==> config.mk <==
export PLATFORM = sky130hd
export DESIGN_NAME = stack_seq
export DESIGN_NICKNAME = d
export VERILOG_FILES = /design/src/rtl/stack_seq_pkg.sv /design/src/rtl/stack_seq_step.sv /design/src/rtl/stack_seq_flags.sv /design/src/rtl/stack_seq.sv
export SDC_FILE = /design/constraint.sdc
export NUM_CORES = 1
export LEC_CHECK = 0
export BUFFER_PORTS_ARGS = -buffer_cell sky130_fd_sc_hd__buf_2
export CAP_MARGIN = 30
export CORE_AREA = 5 5 118 120
export CTS_BUF_LIST = sky130_fd_sc_hd__clkbuf_8
export DETAILED_ROUTE_END_ITERATION = 8
export DIE_AREA = 0 0 123 125
export GPL_TIMING_DRIVEN = 0
export PLACE_DENSITY = 0.82
export SKIP_LAST_GASP = 1
export SLEW_MARGIN = 20
export SYNTH_ARGS = -nofsm -noshare
export SYNTH_HDL_FRONTEND = slang
export SYNTH_HIERARCHICAL = 1
export SYNTH_SLANG_ARGS = --single-unit
==> constraint.sdc <==
create_clock -name clk_i -period 4.06 [get_ports clk_i]
set_input_delay 0.609 -clock clk_i [delete_from_list [all_inputs] [get_ports clk_i]]
set_output_delay 0.609 -clock clk_i [all_outputs]
set_load 0.1 [all_outputs]
==> src/rtl/stack_seq_pkg.sv <==
package stack_seq_pkg;
  localparam int DW = 8;
  localparam int AW = 16;
  localparam int MAX_STEPS = 5;
  localparam int STEP_W = $clog2(MAX_STEPS);

  // status bit positions
  localparam int BIT_NEG  = 7;
  localparam int BIT_ONE  = 5;
  localparam int BIT_BRK  = 4;
  localparam int BIT_DEC  = 3;
  localparam int BIT_IRQ  = 2;
  localparam int BIT_ZERO = 1;

  typedef enum logic [3:0] {
    OP_PUSH_A = 4'd0, OP_PUSH_X = 4'd1, OP_PUSH_Y = 4'd2, OP_PUSH_P = 4'd3,
    OP_PULL_A = 4'd4, OP_PULL_X = 4'd5, OP_PULL_Y = 4'd6, OP_PULL_P = 4'd7,
    OP_CALL   = 4'd8, OP_RET    = 4'd9, OP_BRK    = 4'd10, OP_RTI   = 4'd11,
    OP_XFER_S = 4'd12
  } op_e;

  typedef enum logic [1:0] {ACC_NONE, ACC_PUSH, ACC_PULL, ACC_VEC} acc_e;
  typedef enum logic [2:0] {DST_NONE, DST_REG, DST_STAT, DST_LO, DST_HI, DST_VHI} dst_e;

  typedef struct packed {
    acc_e          acc;
    dst_e          dst;
    logic [DW-1:0] wdata;
    logic          vec_idx;
    logic          set_irq;
    logic          last;
  } step_t;
endpackage

==> src/rtl/stack_seq_step.sv <==
module stack_seq_step
  import stack_seq_pkg::*;
(
  input  op_e               op_i,
  input  logic [STEP_W-1:0] step_i,
  input  logic [DW-1:0]     a_i,
  input  logic [DW-1:0]     x_i,
  input  logic [DW-1:0]     y_i,
  input  logic [AW-1:0]     pc_i,
  input  logic [DW-1:0]     status_i,
  output step_t             step_o
);
  localparam logic [DW-1:0] ONE_MASK = DW'(1) << BIT_ONE;
  localparam logic [DW-1:0] BRK_MASK = DW'(1) << BIT_BRK;

  logic [AW-1:0] ret_m1, brk_p1;
  assign ret_m1 = pc_i - AW'(1);
  assign brk_p1 = pc_i + AW'(1);

  always_comb begin
    step_o         = '0;
    step_o.acc     = ACC_NONE;
    step_o.dst     = DST_NONE;
    step_o.last    = 1'b1;
    case (op_i)
      OP_PUSH_A: begin step_o.acc = ACC_PUSH; step_o.wdata = a_i; end
      OP_PUSH_X: begin step_o.acc = ACC_PUSH; step_o.wdata = x_i; end
      OP_PUSH_Y: begin step_o.acc = ACC_PUSH; step_o.wdata = y_i; end
      OP_PUSH_P: begin step_o.acc = ACC_PUSH; step_o.wdata = status_i | ONE_MASK; end
      OP_PULL_A, OP_PULL_X, OP_PULL_Y: begin
        step_o.acc = ACC_PULL; step_o.dst = DST_REG;
      end
      OP_PULL_P: begin step_o.acc = ACC_PULL; step_o.dst = DST_STAT; end
      OP_CALL: begin
        step_o.acc = ACC_PUSH;
        if (step_i == '0) begin
          step_o.wdata = ret_m1[AW-1:DW];
          step_o.last  = 1'b0;
        end else begin
          step_o.wdata = ret_m1[DW-1:0];
        end
      end
      OP_RET: begin
        step_o.acc = ACC_PULL;
        if (step_i == '0) begin
          step_o.dst  = DST_LO;
          step_o.last = 1'b0;
        end else begin
          step_o.dst  = DST_HI;
        end
      end
      OP_BRK: begin
        step_o.last = 1'b0;
        case (step_i)
          STEP_W'(0): begin step_o.acc = ACC_PUSH; step_o.wdata = brk_p1[AW-1:DW]; end
          STEP_W'(1): begin step_o.acc = ACC_PUSH; step_o.wdata = brk_p1[DW-1:0]; end
          STEP_W'(2): begin
            step_o.acc     = ACC_PUSH;
            step_o.wdata   = status_i | ONE_MASK | BRK_MASK;
            step_o.set_irq = 1'b1;
          end
          STEP_W'(3): begin step_o.acc = ACC_VEC; step_o.dst = DST_LO; end
          default: begin
            step_o.acc     = ACC_VEC;
            step_o.dst     = DST_VHI;
            step_o.vec_idx = 1'b1;
            step_o.last    = 1'b1;
          end
        endcase
      end
      OP_RTI: begin
        step_o.acc  = ACC_PULL;
        step_o.last = 1'b0;
        case (step_i)
          STEP_W'(0): step_o.dst = DST_STAT;
          STEP_W'(1): step_o.dst = DST_LO;
          default: begin step_o.dst = DST_HI; step_o.last = 1'b1; end
        endcase
      end
      default: ;
    endcase
  end
endmodule

==> src/rtl/stack_seq_flags.sv <==
module stack_seq_flags
  import stack_seq_pkg::*;
(
  input  logic [DW-1:0] status_i,
  input  logic [DW-1:0] rdata_i,
  output logic [DW-1:0] stat_pull_o,
  output logic [DW-1:0] stat_nz_o,
  output logic [DW-1:0] stat_brk_o
);
  for (genvar i = 0; i < DW; i++) begin : g_pull
    if (i == BIT_ONE) begin : g_one
      assign stat_pull_o[i] = 1'b1;
    end else if (i == BIT_BRK) begin : g_zero
      assign stat_pull_o[i] = 1'b0;
    end else begin : g_copy
      assign stat_pull_o[i] = rdata_i[i];
    end
  end

  always_comb begin
    stat_nz_o           = status_i;
    stat_nz_o[BIT_NEG]  = rdata_i[DW-1];
    stat_nz_o[BIT_ZERO] = (rdata_i == '0);
    stat_brk_o          = status_i;
    stat_brk_o[BIT_IRQ] = 1'b1;
    stat_brk_o[BIT_DEC] = 1'b0;
  end
endmodule

==> src/rtl/stack_seq.sv <==
module stack_seq
  import stack_seq_pkg::*;
#(
  parameter logic [7:0]  STACK_PAGE = 8'h01,
  parameter logic [15:0] VEC_ADDR   = 16'hFFFE,
  parameter logic [7:0]  SP_RESET   = 8'hFF,
  parameter logic [7:0]  STAT_RESET = 8'h24
) (
  input  logic        clk_i,
  input  logic        rst_ni,
  input  logic        start_i,
  input  logic [3:0]  op_i,
  input  logic [7:0]  a_i,
  input  logic [7:0]  x_i,
  input  logic [7:0]  y_i,
  input  logic [15:0] pc_i,
  input  logic [15:0] target_i,
  input  logic [7:0]  mem_rdata_i,
  output logic [15:0] mem_addr_o,
  output logic [7:0]  mem_wdata_o,
  output logic        mem_we_o,
  output logic        mem_re_o,
  output logic [7:0]  sp_o,
  output logic [7:0]  status_o,
  output logic [15:0] pc_o,
  output logic [7:0]  data_o,
  output logic        done_o
);
  logic              busy_q, done_q;
  logic [STEP_W-1:0] step_q;
  op_e               op_q;
  logic [DW-1:0]     a_q, x_q, y_q, sp_q, stat_q, tmp_q, data_q;
  logic [AW-1:0]     pc_in_q, tgt_q, pc_q;
  step_t             st;
  logic [DW-1:0]     stat_pull, stat_nz, stat_brk;
  logic [AW-1:0]     word;

  stack_seq_step u_step (
    .op_i(op_q), .step_i(step_q), .a_i(a_q), .x_i(x_q), .y_i(y_q),
    .pc_i(pc_in_q), .status_i(stat_q), .step_o(st)
  );

  stack_seq_flags u_flags (
    .status_i(stat_q), .rdata_i(mem_rdata_i),
    .stat_pull_o(stat_pull), .stat_nz_o(stat_nz), .stat_brk_o(stat_brk)
  );

  always_comb begin
    mem_addr_o = '0;
    case (st.acc)
      ACC_PUSH: mem_addr_o = {STACK_PAGE, sp_q};
      ACC_PULL: mem_addr_o = {STACK_PAGE, sp_q + DW'(1)};
      ACC_VEC:  mem_addr_o = {VEC_ADDR[AW-1:1], st.vec_idx};
      default:  mem_addr_o = '0;
    endcase
    if (!busy_q) mem_addr_o = '0;
  end

  assign mem_we_o    = busy_q && (st.acc == ACC_PUSH);
  assign mem_re_o    = busy_q && (st.acc == ACC_PULL || st.acc == ACC_VEC);
  assign mem_wdata_o = mem_we_o ? st.wdata : '0;
  assign word        = {mem_rdata_i, tmp_q};

  always_ff @(posedge clk_i or negedge rst_ni) begin
    if (!rst_ni) begin
      busy_q  <= 1'b0;
      done_q  <= 1'b0;
      step_q  <= '0;
      op_q    <= OP_PUSH_A;
      a_q     <= '0;
      x_q     <= '0;
      y_q     <= '0;
      pc_in_q <= '0;
      tgt_q   <= '0;
      sp_q    <= SP_RESET;
      stat_q  <= STAT_RESET;
      pc_q    <= '0;
      tmp_q   <= '0;
      data_q  <= '0;
    end else begin
      done_q <= 1'b0;
      if (!busy_q) begin
        if (start_i) begin
          busy_q  <= 1'b1;
          step_q  <= '0;
          op_q    <= op_e'(op_i);
          a_q     <= a_i;
          x_q     <= x_i;
          y_q     <= y_i;
          pc_in_q <= pc_i;
          tgt_q   <= target_i;
        end
      end else begin
        case (st.acc)
          ACC_PUSH: sp_q <= sp_q - DW'(1);
          ACC_PULL: sp_q <= sp_q + DW'(1);
          default: ;
        endcase
        case (st.dst)
          DST_REG:  begin data_q <= mem_rdata_i; stat_q <= stat_nz; end
          DST_STAT: stat_q <= stat_pull;
          DST_LO:   tmp_q  <= mem_rdata_i;
          DST_HI:   pc_q   <= word + AW'(1);
          DST_VHI:  pc_q   <= word;
          default: ;
        endcase
        if (st.set_irq) stat_q <= stat_brk;
        if (st.last) begin
          busy_q <= 1'b0;
          done_q <= 1'b1;
          if (op_q == OP_CALL)   pc_q <= tgt_q;
          if (op_q == OP_XFER_S) sp_q <= x_q;
        end else begin
          step_q <= step_q + STEP_W'(1);
        end
      end
    end
  end

  assign sp_o     = sp_q;
  assign status_o = stat_q;
  assign pc_o     = pc_q;
  assign data_o   = data_q;
  assign done_o   = done_q;
endmodule

=== After elaboration in Yosys (flattened, before gate mapping) ===
Cells that the tools add are included.

* Flip-flop bits (word level): 113
* Output and inout port bits: 67
* Logic and storage cells: 107

* Add/sub/neg operators: 6
* Eq/ne operators: 25
* Multiplexer cells: 34
* Bitwise gates (word level): 3
* Reductions and logical operators: 23

{| class="wikitable"
|+ Operator list
! kind !! count
|-
| $mux W16 || 3
|-
| $pmux W16 S3 || 1
|-
| $pmux W8 S6 || 1
|-
| $add A16 B1 Y16 const B || 2
|-
| $mux W8 || 4
|-
| $pmux W16 S2 || 1
|-
| $pmux W8 S2 || 2
|-
| $pmux W8 S3 || 1
|-
| $eq A4 B4 Y1 const B || 5
|-
| $eq A4 B3 Y1 const B || 4
|-
| $sub A16 B1 Y16 const B || 1
|-
| $pmux W3 S5 || 1
|-
| $eq A3 B2 Y1 const B || 4
|-
| $mux W3 || 4
|-
| $pmux W3 S2 || 2
|-
| $mux W1 || 9
|-
| $add A8 B1 Y8 const B || 1
|-
| $eq A4 B2 Y1 const B || 2
|-
| $logic_not A8 Y1 || 1
|-
| $reduce_and A2 Y1 || 4
|-
| $sub A8 B1 Y8 const B || 1
|-
| $eq A3 B1 Y1 const B || 2
|-
| $eq A3 B3 Y1 const B || 2
|-
| $pmux W2 S3 || 1
|-
| 21 further kinds || 32
|}

=== Depth between registers and ports, before layout ===
Gate-level depths: netlist of run 1.

* Word-level depth: 8
* Mapped depth: 13
* Mapped depth without buffers: 9

=== Hierarchy ===
Netlist of run 1, hierarchy kept.

{| class="wikitable"
|+ By module, submodules not included
! module !! instances !! cells each !! area an instance (um^2) !! sequential area each (um^2)
|-
| stack_seq || 1 || 502 || 5699.2 || 2840.2
|-
| stack_seq_step || 1 || 192 || 1331.3 || 0.0
|-
| stack_seq_flags || 1 || 28 || 198.9 || 0.0
|}

=== Least setup slack after synthesis of run 1 ===
Ideal clock, no wire load.

* Path type: reg-to-output
* Start point: reg op_q[0]
* End point: out mem_addr_o[7]
* Arrival: 3784 ps
* Data required time: 3451 ps
* Setup slack: -333 ps
* Cell stages (with the launch flop): 10
* Path buffers: 3
* Path through: dfrtp_1 -> buf_1 -> clkbuf_1 -> a21oi_1 -> o21ai_0 -> ha_1 -> clkbuf_1 -> nand2_1 -> mux2_2 -> a21oi_1

{| class="wikitable"
|+ RTL lines
! element !! line !! text
|-
| start, declared || stack_seq.sv:31 || <nowiki>op_e op_q;</nowiki>
|-
| start signal, assigned || stack_seq.sv:86 || <nowiki>op_q <= op_e'(op_i);</nowiki>
|-
| end, declared || stack_seq.sv:19 || <nowiki>output logic [15:0] mem_addr_o,</nowiki>
|}

==> qor.yml, run 1 <==
post_cts_buffers: 0
dp_hpwl_um: 14700
post_drt_wl_per_cell_um: 18.6
drive_gt1_frac: 0.377
clock-sinks: 113
hold_viol: 0
required_ps: 3450
syn_area_per_cell_um2: 10.0
drt.antenna.violating_nets: 0
async_flop_share: 1.00
rsz0062_at_grt: "no"
drc_errors: 0
cp_max_fo: 9
clk-insertion-delay-late_ps: 450
synthTopCellsByArea: "dfrtp_1 (36%), mux2_2 (13%), dfstp_2 (3.6%), buf_4 (3.1%), xnor2_1 (2.5%)"
cts_buffer_depth: 2
grt_max_degree: 67
r2r_start: "step_q[1]"
viasPerCell: 5.91
nets: 957
routed_wl_um: 19800
die_area_mm2: 0.0154
track_usage: 0.262
dp_slack_ps: -11.4
setup_slack_ps: 82.1
path_clk_slew_ps: 70
die_y_um: 125
initial_core_util: 0.562
cts_tree: "yes"
root_buffer: "clkbuf_8"
port_buffers: 137
end_kind: "output pin"
ys_ff_latch: 113
setup_violations: 0
syn_area_mm2: 0.00723
yosysWarningCount: 6
status: "completed"
layout_common_cells: "buf_2 (141), dfrtp_1 (102), mux2_2 (82), nand2_1 (39), buf_4 (35)"
worst-r2r-cell-count: 12
drv_slew: 0
max_clock_freq_ghz: 0.251
num_vias: 6295
slew_headroom: 0.409
overflow: 0
h-tree-depth: 4
yosysTopAreaCellShare: 0.357
hp-class: "input port to async pin"
core_area_mm2: 0.0129
layout_commonest_cell: "buf_2"
dr.pass1.iters: 5
crit_arrival_ps: 3370
rrSetupSlack_ps: 800
pin_count: 138
min_period_over_period: 0.980
synth.distinct_cells: 69
synth_top_cell_by_area: "dfrtp_1"
grt_pass1_wl_um: 31800
tightest_slew_ps: 879
synth_cells: 722
skew_ps: 9.56
fin_crit_ps: 3980
first_global_vias: 6148
row_count: 42
synth_edf_count: 0
ys_seq_area_frac: 0.393
cts_buffers: 17
path_class: "flip-flop to output pin"
drt_iter0_markers: 554
gp_congestion: 0.930
grt_antenna_before_repair: 0
r2r-end: "pc_o[15]"
area_delta_synth_final_pct: 19.2
max_cap_viol_count: 0
ys.flop_type: "dfrtp_1"
antenna_cells: 0
die-width_um: 123
cp-start-kind: "flip-flop"
==> state kept, by name, indices dropped and copies added (netlist names) <==
name      flops
pc_in_q      16
pc_o         16
tgt_q        16
a_q           8
data_o        8
sp_o          8
status_o      8
tmp_q         8
x_q           8
y_q           8
op_q          4
step_q        3
busy_q        1
done_o        1
==> worst max path at each step <==
stage / endpoint / from / cells after the start
2_1_floorplan: mem_addr_o[1] / op_q[0] / 8
3_3_place_gp: mem_addr_o[7] / op_q[0] / 10
3_5_place_dp: mem_addr_o[7] / op_q[0] / 10
4_1_cts: mem_wdata_o[1] / step_q[1] / 10
5_1_grt: mem_wdata_o[5] / pc_in_q[6] / 8
6_report: mem_wdata_o[5] / pc_in_q[6] / 8
==> Yosys cell counts, types with 3 or more instances <==
master,instances
a21o_1,3
a21oi_1,27
a221o_1,12
a221oi_1,6
a22oi_1,8
a2bb2oi_1,3
a31oi_1,5
and2_1,6
and3_1,21
and4_1,3
buf_2,13
buf_4,30
buf_6,3
clkbuf_1,32
dfrtp_1,103
dfstp_2,10
ha_1,10
inv_1,25
mux2_2,82
mux2i_1,14
mux4_2,7
nand2_1,39
nand2b_1,7
nand3_1,21
nand4_1,9
nand4b_1,3
nor2_1,29
nor2b_1,6
nor3_1,19
nor4_1,12
o2111ai_1,3
o211ai_1,9
o21a_1,6
o21ai_0,34
o22ai_1,8
o31a_1,4
o31ai_1,4
or3_1,6
or4_1,5
xnor2_1,21
xor2_1,15
==> layer usage <==
layer | vias up | share of wire | global-route usage
met5 | - | 0 | 0
met2 | 267 | 0.47 | 0.399
li1 | 2948 | - | -
met4 | 0 | 0.027 | 0.100
met3 | 46 | 0.082 | 0.0587
met1 | 3034 | 0.43 | 0.366
==> area by class of cell <==
class | count | area, um2
Inverter | 26 | 111
Buffer | 75 | 440
Multi-Input combinational cell | 505 | 3850
Timing Repair Buffer | 138 | 739
Fill cell | 1060 | 4260
Clock buffer | 18 | 248
Tap cell | 176 | 220
Sequential cell | 113 | 2840
Clock inverter | 14 | 164
==> worst max-delay path, cell delays in order, from the launching register on <==
cell,delay [ps]
dfrtp_1,380
clkbuf_1,220
or3_2,580
or3_4,420
or4_1,400
a31oi_1,220
a221o_1,130
and3_1,150
buf_2,420
==> per-stage QoR <==
stage	std cells	util	cell area [um2]	hold WS, ps	setup TNS, ps
floorplan	724	-	7250	313	-162
global placement	1037	0.634	8160	483	0
detailed placement	1038	0.636	8190	494	-11.4
CTS	1068	0.669	8610	88.8	0
global route	1065	0.669	8610	101	0
finish	1065	0.669	8610	90.4	0
==> logic make-up (layout without fill, tap and decap cells) <==
family | after synthesis | after routing | share of synthesized area
other cells | 2 | 4 | 0.00104
mux | 103 | 103 | 0.169
simple gates | 200 | 200 | 0.153
flops | 113 | 113 | 0.393
buf+inv | 106 | 271 | 0.0779
fa+ha+maj | 10 | 10 | 0.0173
xor+xnor | 36 | 36 | 0.0436
compound gates | 152 | 152 | 0.145
==> timing repair <==
action	in CTS	in global routing
setup endpoints to repair	24	23
hold buffers	0	0
resized for setup	8	9
Power of run 1 is left out: the tool's default activity adds up to more than one toggle a clock period on the data nets, which glitch-free logic cannot reach.
==> run 2, diff against run 1 <==
- clock period: 4.06 -> 4.1 ns (I/O delays scaled with it)
==> run 2 against run 1 <==
Net effect:
- non-clock buffer count up 3
- critical path type unchanged
- sequential share of layout area down 0.091 points
- sequential cell count unchanged
- clock skew about the same
- critical endpoint unchanged
==> qor.yml, run 2 (same netlist as run 1, synthesis figures left out) <==
placedCellCount: 1038
path_cells: "clkbuf_1 -> or3_2 -> or3_4 -> or4_1 -> a31oi_1 -> a221o_1 -> and3_1 -> clkbuf_4"
post_cts_buffers: 0
root_buffer: "clkbuf_8"
cp-start-kind: "flip-flop"
die_y_um: 125
nets: 960
track_usage: 0.262
skew_ps: 9.72
cts_buffer_depth: 2
layout_common_cells: "buf_2 (138), dfrtp_1 (102), mux2_2 (82), nand2_1 (39), buf_4 (35)"
worst_path_max_delay_cell: "or3_2"
fin_cells: 1067
min_period_over_period: 0.947
rsz0062_at_grt: "no"
hold_buffers: 0
critPathBufInv: 2
die_area_mm2: 0.0154
grt_pass1_wl_um: 31800
fin_hold_ws_ps: 101
grt_max_degree: 66
tightest_slew_ps: 879
row_count: 42
end_kind: "output pin"
port_buffers: 137
max_cap_viol_count: 0
max_stage_delay_ps: 590
routed_wl_um: 19700
setup_slack_ps: 217
layout_commonest_cell: "buf_2"
die-width_um: 123
max_clock_freq_ghz: 0.258
crit_arrival_ps: 3270
multi_input_area_mm2: 0.00385
fillers: 1067
dp_slack_ps: -11.7
cp_max_fo: 9
drc_errors: 0
initial_core_util: 0.562
crit_family: "simple AND/OR/NAND/NOR gates"
gp_congestion: 0.925
drv_slew: 0
dp_hpwl_um: 14700
dr.pass1.iters: 5
area_delta_synth_final_pct: 19.5
slew_headroom: 0.410
cts_buffers: 17
hold_viol: 0
h-tree-depth: 4
pin_count: 138
drive_gt1_frac: 0.373
core_area_mm2: 0.0129
num_vias: 6398
first_global_vias: 6089
antenna_cells: 0
setup_violations: 0
overflow: 0
drt_iter0_markers: 653
fin_crit_ps: 3880
status: "completed"
setup_tns_ps: 0
cts_tree: "yes"
viasPerCell: 6.00
hp-class: "input port to async pin"
post_drt_wl_per_cell_um: 18.4
clock-sinks: 113
required_ps: 3480
drt.antenna.violating_nets: 0
grt_antenna_before_repair: 0
register_area_mm2: 0.00284
path_clk_slew_ps: 60
path_class: "flip-flop to output pin"
clk-insertion-delay-late_ps: 440
==> run 2: cell types whose count changed in the layout (fill, tap and decap cells not counted) <==
| cell | change |
|---|---|
| and2_1 | +1 |
| and2_2 | -1 |
| buf_2 | -3 |
| bufinv_16 | +1 |
| clkbuf_1 | +3 |
| clkbuf_4 | +3 |
| clkinv_4 | -2 |
| clkinvlp_4 | +1 |
| inv_1 | +1 |
| inv_6 | -2 |
==> run 2: routing by layer <==
| metal | share of wire | wire (um) | global-route usage | vias to the layer above |
|---|---|---|---|---|
| met3 | 0.086 | 1690 | 0.0664 | 44 |
| met2 | 0.47 | 9160 | 0.391 | 297 |
| met5 | 0 | 0 | 0 | - |
| met4 | 0.027 | 538 | 0.102 | 0 |
| met1 | 0.42 | 8290 | 0.366 | 3100 |
| li1 | - | - | - | 2957 |
==> run 2: final timing paths <==
check                             start              to  slack, ps  cells past startpoint
setup / recovery             pc_in_q[6]  mem_wdata_o[5]        220                      8
max in group asynchronous        rst_ni     status_o[5]       3300                      2
setup reg to reg              step_q[1]         pc_o[9]        690                     13
min in group clk_i         target_i[13]       tgt_q[13]        400                      2
hold reg to reg               data_o[3]       data_o[3]        500                      1
hold / removal                   rst_ni     pc_in_q[15]        100                      1
==> run 2: final cells by class <==
class                      instances  area share
inverter                          26      0.0129
sequential                       113       0.329
buffer                            78      0.0520
clock inverter                    13      0.0197
clock buffer                      18      0.0287
timing repair buffer             138      0.0868
multi-input combinational        505       0.446
tap                              176      0.0255
==> run 2: timing repair <==
item                                    CTS  global route
resized for setup                         8            11
endpoints found under the setup margin   24            24
cloned                                    0             0
==> run 2: stage by stage <==
stage / util / area (um2)
after floorplan: - / 7250
after detailed placement: 0.636 / 8190
after global routing: 0.671 / 8640
after CTS: 0.669 / 8620
after global placement: 0.634 / 8160
final: 0.671 / 8640
Power of run 2 is left out for the same reason.
